===== src/rtl/pix_blk_border.sv =====
module pix_blk_border #(
  parameter int DW    = 8,
  parameter int BLK_S = 8,
  parameter int BLK_L = 16,
  parameter int BDR_N = 2,
  parameter int BDR_W = 4,
  parameter int OFS_W = 4,
  localparam int PW   = $clog2(BLK_L + 1),
  localparam int CW   = ((PW > OFS_W) ? PW : OFS_W) + 1
) (
  input  logic          clk,
  input  logic          rst_n,
  input  logic          line_start,
  input  logic          smp_vld,
  input  logic [DW-1:0] smp_data,
  input  logic          blk_large,
  input  logic          bdr_wide,
  input  logic [OFS_W-1:0] grid_ofs,
  output logic          vld_o,
  output logic [DW-1:0] data_o,
  output logic          border_o
);

  logic [CW-1:0] pos_q;
  logic          ph_q;

  wire [CW-1:0] bs      = blk_large ? CW'(BLK_L) : CW'(BLK_S);
  wire [CW-1:0] hw      = bdr_wide ? CW'(BDR_W / 2) : CW'(BDR_N / 2);
  wire [CW-1:0] ofs_mod = CW'(grid_ofs) % bs;
  wire [CW-1:0] cur_pos = line_start ? ofs_mod : pos_q;
  wire          cur_ph  = line_start ? 1'b0 : ph_q;
  wire [CW-1:0] nxt_pos = (cur_pos >= bs - 1'b1) ? '0 : cur_pos + 1'b1;
  wire          in_bdr  = (cur_pos < hw) || (cur_pos >= bs - hw);

  always_ff @(posedge clk or negedge rst_n) begin
    if (!rst_n) begin
      pos_q <= '0;
      ph_q  <= 1'b0;
    end else if (smp_vld) begin
      ph_q  <= ~cur_ph;
      pos_q <= cur_ph ? nxt_pos : cur_pos;
    end else if (line_start) begin
      ph_q  <= 1'b0;
      pos_q <= ofs_mod;
    end
  end

  always_ff @(posedge clk or negedge rst_n) begin
    if (!rst_n) begin
      vld_o    <= 1'b0;
      data_o   <= '0;
      border_o <= 1'b0;
    end else begin
      vld_o    <= smp_vld;
      data_o   <= smp_data;
      border_o <= smp_vld & in_bdr;
    end
  end

endmodule


===== config.mk =====
export PLATFORM = sky130hd
export DESIGN_NAME = pix_blk_border
export DESIGN_NICKNAME = d
export VERILOG_FILES = /design/src/rtl/pix_blk_border.sv
export SDC_FILE = /design/constraint.sdc
export NUM_CORES = 1
export LEC_CHECK = 0
export BUFFER_PORTS_ARGS = -buffer_cell sky130_fd_sc_hd__buf_2
export CAP_MARGIN = 20
export CORE_MARGIN = 3
export CORE_UTILIZATION = 45
export DETAILED_ROUTE_END_ITERATION = 8
export GPL_TIMING_DRIVEN = 0
export PLACE_DENSITY = 0.77
export SYNTH_ARGS = -nofsm -noshare
export SYNTH_HDL_FRONTEND = slang
export SYNTH_SLANG_ARGS = --single-unit

===== constraint.sdc =====
create_clock -name clk -period 2.5 [get_ports clk]
set_input_delay 0.375 -clock clk [delete_from_list [all_inputs] [get_ports clk]]
set_output_delay 0.375 -clock clk [all_outputs]
set_load 0.02 [all_outputs]

==> metrics.csv, run 1 <==
metric,value,unit
status,"complete, no violations",
cts-root-buf,clkbuf_4,
initial_utilization,0.4876,
fp.dieH,52.81,um
cp_max_fo,9,
cts_num_sinks,17,
dpl.hpwl,1556,um
cp-startpoint,blk_large,
final_hold_viol_count,0,
port_buffers,26,
min_period_over_period,0.9713,
syn2layout_area_growth,36.17,%
r2r_start,pos_q[3],
p_leak,0.6449,nW
track_usage,0.1710,
internal_power,0.4667,mW
worst_pin_slew,0.4887,ns
slew_headroom,0.6649,
yosys.area_share.adder,0.1142,
grt_max_degree,18,
dieArea,0.002789,mm^2
end_kind,flip-flop,
synth_top_area_share,0.4315,
cap_violations,0,
yosys.area_share.simple,0.2246,
synthFlopType,dfrtp_1,
clock.fmax,411.8,MHz
synth_compound_area_frac,0.1282,
synth_cells,93,
worstSetupPathType,in -> reg,
rr_worst_depth,5,
gr-total-overflow,0,
min_period,2.428,ns
wl_per_cell,14.24,um
syn_area,985.9,um^2
clock_tree.htree_level_count,1,
switching_share,0.3182,
pwr-share-seq,0.461,
grt_pass1_wl,3443,um
place.gp.congestion,0.8090,
num_vias,847,
core_area,0.002022,mm^2
cts_buffer_depth,2,
grt_pass1_vias,786,
min_path_cells,1,
hp-start,smp_data[0],
first_iter_violations,18,
cp_top_family,simple AND/OR/NAND/NOR gates,
firstDrtPassIters,4,
clkLatencyLatePin,0.28,ns
p_total,0.6845,mW
path_buf_inv,3,
setup_tns,0,ns
muxShareOfSynthArea,0.03046,
clk_pin_slew,0.10,ns
n_fill_cell,154,
async_flop_share,1.000,
crit_required,2.70,ns
start_kind,input port,
synth_xor_area_frac,0.008883,
power_switching,0.2178,mW
ys_seq_area_frac,0.4315,
rrSetupSlack,0.58,ns
p_per_area,509.8,mW/mm^2
yosysWarnings,0,
cpMaxStageDelayCell,or4b_4,
p_comb_frac,0.334,
synthTopCellsByArea,"dfrtp_1, ha_1, mux2i_1, inv_1, nand3_1",
synth_top_family_by_area,simple AND/OR/NAND/NOR gates,
drt-vias-per-instance,5.429,
path_cells,"buf_6, inv_4, ha_4, o21a_1, or3_4, nor3b_4, a221oi_4, inv_2, ha_4, or4b_4, o31ai_4",
nets,157,
yosysTopAreaCell,dfrtp_1,
rows,16,
final_antenna_net_count,0,
cp.arrival,2.63,ns
drive_above_1_share,0.4419,
peakVddDrop,0.0005226,V
critPathMaxStageDelay,0.52,ns
synth_common_cells,"dfrtp_1, ha_1, inv_1, nand2_1, nand3_1",
cts_tree,done,
slew_viol_final,0,
pin_count,28,
syn_avg_cell_area,10.60,um^2
hp-class,in -> reg,
cp_common_cell,ha_4,
clockPowerShare,0.204,
numCtsBuffers,3,
routed_wl,2221,um
synth_edf_count,0,
setup_viol,0,
die_width,52.81,um
antenna_cells,0,
clock_skew,0.006085,ns
antenna_found_initial,0,
drc,0,
yosysMostFrequentCell,dfrtp_1,
path_depth,11,
ys_ff_latch,17,
ys_types,41,
synth_nets,120,
==> area by class of cell <==
cell class | instances | area (um^2) | share of cell area
Multi-Input combinational cell | 65 | 605.6 | 0.4511
Sequential cell | 17 | 425.4 | 0.3169
Timing Repair Buffer | 33 | 197.7 | 0.1473
Inverter | 8 | 37.54 | 0.02796
Tap cell | 27 | 33.78 | 0.02516
Clock buffer | 3 | 22.52 | 0.01678
Buffer | 2 | 15.01 | 0.01118
Clock inverter | 1 | 5.005 | 0.003728
==> sequential cells by signal, summed over array words and instances, names as in the netlist <==
| name | flops |
|---|---|
| data_o | 8 |
| pos_q | 6 |
| vld_o | 1 |
| ph_q | 1 |
| border_o | 1 |
==> final timing paths <==
kind                                  end
worst min-delay path            data_o[0]
max in group asynchronous       data_o[2]
worst max register to register   pos_q[4]
worst max-delay path             pos_q[4]
worst min register to register       ph_q
min in group asynchronous       data_o[3]
==> placed cells by master, fill, tap and decap left out, types with 2 or more instances in the layout <==
cell type and count:
buf_2 24, dfrtp_1 17, ha_1 6, buf_4 6
inv_1 5, nand2_1 5, nor2_1 4, nand3_1 4
buf_6 3, mux2i_1 3, ha_4 3, clkbuf_4 3
nand4bb_1 2, nand3b_1 2, o21a_1 2, and3_1 2
nor3_1 2, o22ai_2 2, conb_1 2
==> metrics by stage <==
stage	utilization	setup slack [ns]	instance area, um^2	cells	hold slack [ns]
after floorplan	-	-0.06522	985.9	93	0.07941
after global placement	0.5687	-0.4248	1150	146	0.2928
after detailed placement	0.5687	-0.5020	1150	146	0.3028
after CTS	0.6479	0.01927	1310	156	0.1799
after global routing	0.6640	-0.04488	1343	156	0.1703
final	0.6640	0.07163	1343	156	0.1874
==> power groups by stage <==
stage / Sequential, mW / Combinational (mW) / Clock, mW
6_report: 0.316 / 0.229 / 0.140
5_1_grt: 0.318 / 0.254 / 0.156
4_1_cts: 0.315 / 0.212 / 0.145
3_5_place_dp: 0.319 / 0.174 / 0
3_3_place_gp: 0.319 / 0.167 / 0
2_1_floorplan: 0.332 / 0.105 / 0
==> cell families after synthesis <==
kind of cell | Yosys count
other cells | 2
flops | 17
mux | 3
fa+ha+maj | 9
simple gates | 34
xor+xnor | 1
buf+inv | 11
compound gates | 16
==> worst register-to-register path: stages (launching register included) <==
cell and delay, ns:
dfrtp_1 0.44, a221oi_4 0.34, inv_2 0.08, ha_4 0.24, or4b_4 0.52, o31ai_4 0.23
==> per-layer routing <==
| metal | wire length (um) | global-route usage | up-vias | part of all wire |
|---|---|---|---|---|
| li1 | - | - | 411 | - |
| met1 | 905 | 0.2126 | 406 | 0.41 |
| met2 | 1194 | 0.3017 | 26 | 0.54 |
| met3 | 95 | 0.04274 | 4 | 0.043 |
| met4 | 25 | 0.02553 | 0 | 0.011 |
| met5 | 0 | 0 | - | 0 |
==> repair_timing <==
action / in CTS / in global routing
pin swaps: 7 / 3
hold buffers: 1 / 0
setup endpoints to repair: 2 / 4
gates resized for setup: 12 / 8
hold endpoints to repair: 17 / 0
setup buffers: 6 / 0
Power figures use the tool's default switching activity.
==> inputs of run 2 (changes only) <==
- CELL_PAD_IN_SITES_DETAIL_PLACEMENT: not set -> 0
- CELL_PAD_IN_SITES_GLOBAL_PLACEMENT: not set -> 1
- CORE_UTILIZATION: 45 -> 38
- PLACE_DENSITY: 0.77 -> 0.83
==> run 2 against run 1 <==
  * Non-clock buffer count grew 3
  * Maximum frequency shrank 0.47%
  * Core utilization shrank 8.2 points
  * Critical path type unchanged
  * Clock power is essentially flat
  * Flip-flop and latch count is the same
  * Combinational power is essentially flat
  * First-iteration DRC count grew 28%
  * Clock-buffer cell count is the same
  * Die area grew 16%
  * Sequential power is essentially flat
==> metrics.csv, run 2 (same netlist as run 1, synthesis figures left out) <==
metric,value,unit,change
status,"complete, no violations",,
clk_pin_slew,0.10,ns,about the same
p_per_area,503.1,mW/mm^2,-1.3%
dieArea,0.003242,mm^2,+16%
crit_required,2.70,ns,about the same
largest-register,data_o,,
slew_viol_final,0,,unchanged
clock_tree.htree_level_count,1,,unchanged
final_common_cell,buf_2,,
cts_tree,done,,
largest_reg_flops,8,,unchanged
gr-total-overflow,0,,unchanged
routed_wl,2292,um,+3.2%
path_buf_inv,3,,unchanged
cp_common_cell,ha_4,,
numCtsBuffers,3,,unchanged
cts-root-buf,clkbuf_4,,
final_hold_viol_count,0,,unchanged
dpl.cell_count,147,,+0.68%
critPathMaxStageDelay,0.52,ns,about the same
grt_pass1_wl,3746,um,+8.8%
final_util,0.5818,,-0.08217
cp-startpoint,blk_large,,
min_period,2.440,ns,+0.01137 ns
grt_pass1_vias,861,,+9.5%
initial_utilization,0.4214,,-0.06623
start_kind,input port,,
worstSetupPathType,in -> reg,,
port_buffers,26,,unchanged
cts_num_sinks,17,,unchanged
grt_max_degree,18,,unchanged
drive_above_1_share,0.4470,,+0.005109
peakVddDrop,0.0004652,V,-11%
cp_top_family,simple AND/OR/NAND/NOR gates,,
path_cells,"buf_6, clkinvlp_4, ha_4, o21a_1, or3_4, nor3b_4, a221oi_4, inv_2, ha_4, or4b_4, o31ai_4",,
slew_headroom,0.6594,,-0.005535
place.gp.congestion,0.7985,,-1.3%
worst_pin_slew,0.4968,ns,+0.008072 ns
cp.arrival,2.64,ns,about the same
hp-class,in -> reg,,
num_vias,849,,+0.24%
clock.fmax,409.9,MHz,-0.47%
cts_buffer_depth,2,,unchanged
dpl.hpwl,1722,um,+11%
min_period_over_period,0.9759,,+0.004549
cpMaxStageDelayCell,or4b_4,,
hp-start,smp_data[0],,
cp_max_fo,9,,unchanged
core_area,0.002340,mm^2,+16%
track_usage,0.1476,,-0.02341
r2r_start,pos_q[3],,
pin_count,28,,unchanged
clkLatencyLatePin,0.29,ns,about the same
firstDrtPassIters,4,,unchanged
top_regs,"data_o: 8 flops, pos_q: 6 flops",,
rows,17,,+1
drt-vias-per-instance,5.306,,-2.3%
nets,160,,+1.9%
drc,0,,unchanged
final_cells,160,,+2.6%
mostFrequentLayoutCells,"buf_2, dfrtp_1, buf_4",,
antenna_cells,0,,unchanged
end_kind,flip-flop,,
final_antenna_net_count,0,,unchanged
syn2layout_area_growth,38.07,%,
antenna_found_initial,0,,unchanged
wl_per_cell,14.33,um,+0.62%
first_iter_violations,23,,+5
setup_viol,0,,unchanged
cap_violations,0,,unchanged
fp.dieH,56.94,um,+7.8%
clock_skew,0.01413,ns,+0.008044 ns
p_leak,0.6536,nW,+1.3%
die_width,56.94,um,+7.8%
## run 2: changes by cell type in the layout (fill, tap and decap cells not counted), sizes merged
cell / before / now
inv: 8 / 7
clkinvlp: 0 / 1
buf: 34 / 37
## run 2: what timing repair did
item,4_1_cts,5_1_grt
hold buffers,1,0
setup endpoints to repair,1,4
resized for setup,13,5
pin swaps,7,8
setup buffers,7,2
hold endpoints to repair,17,0
## run 2: worst paths after layout
| path | to | slack (ns) | cells past startpoint |
|---|---|---|---|
| worst max-delay path | pos_q[4] | 0.06 | 11 |
| worst min-delay path | data_o[0] | 0.18 | 1 |
| worst max register to register | pos_q[4] | 0.58 | 5 |
| worst min register to register | ph_q | 0.59 | 2 |
| max in group asynchronous | data_o[3] | 1.69 | 2 |
| min in group asynchronous | data_o[4] | 0.53 | 2 |
## run 2: per-stage QoR
step | power, mW | TNS, ns | cell area (um^2) | hold slack, ns | worst slack, ns
2_1_floorplan | 0.4365 | -0.06522 | 985.9 | 0.07941 | -0.06522
3_3_place_gp | 0.4876 | -1.309 | 1151 | 0.2986 | -0.4372
3_5_place_dp | 0.4942 | -1.603 | 1151 | 0.3090 | -0.5544
4_1_cts | 0.6771 | 0 | 1326 | 0.1742 | 0.004924
5_1_grt | 0.7348 | -0.01635 | 1361 | 0.1634 | -0.01635
6_report | 0.6848 | 0 | 1361 | 0.1801 | 0.06026
## run 2: worst reg2reg max path: stages (launching register included)
cell and delay (ns):
dfrtp_1 0.44, a221oi_4 0.34, inv_2 0.08, ha_4 0.24
or4b_4 0.52, o31ai_4 0.21
## run 2: per-layer routing
metal	up-vias	GRT usage	wire, um
li1	414	-	-
met1	404	0.1709	933
met2	27	0.2643	1196
met3	4	0.02489	110
met5	-	0	0
met4	0	0.06623	51
## run 2: cell type report
cell class,instances,area (um^2)
Fill cell,225,978.4
Clock inverter,1,5.005
Buffer,2,15.01
Inverter,8,38.79
Timing Repair Buffer,36,220.2
Sequential cell,17,425.4
Tap cell,28,35.03
Clock buffer,3,22.52
Multi-Input combinational cell,65,599.3
## run 2: report_power, final
group	total (mW)	leakage, nW	internal, mW	switching (mW)
clock	0.142	0.0177	0.0595	0.0829
combinational	0.227	0.432	0.107	0.120
sequential	0.316	0.204	0.302	0.0140
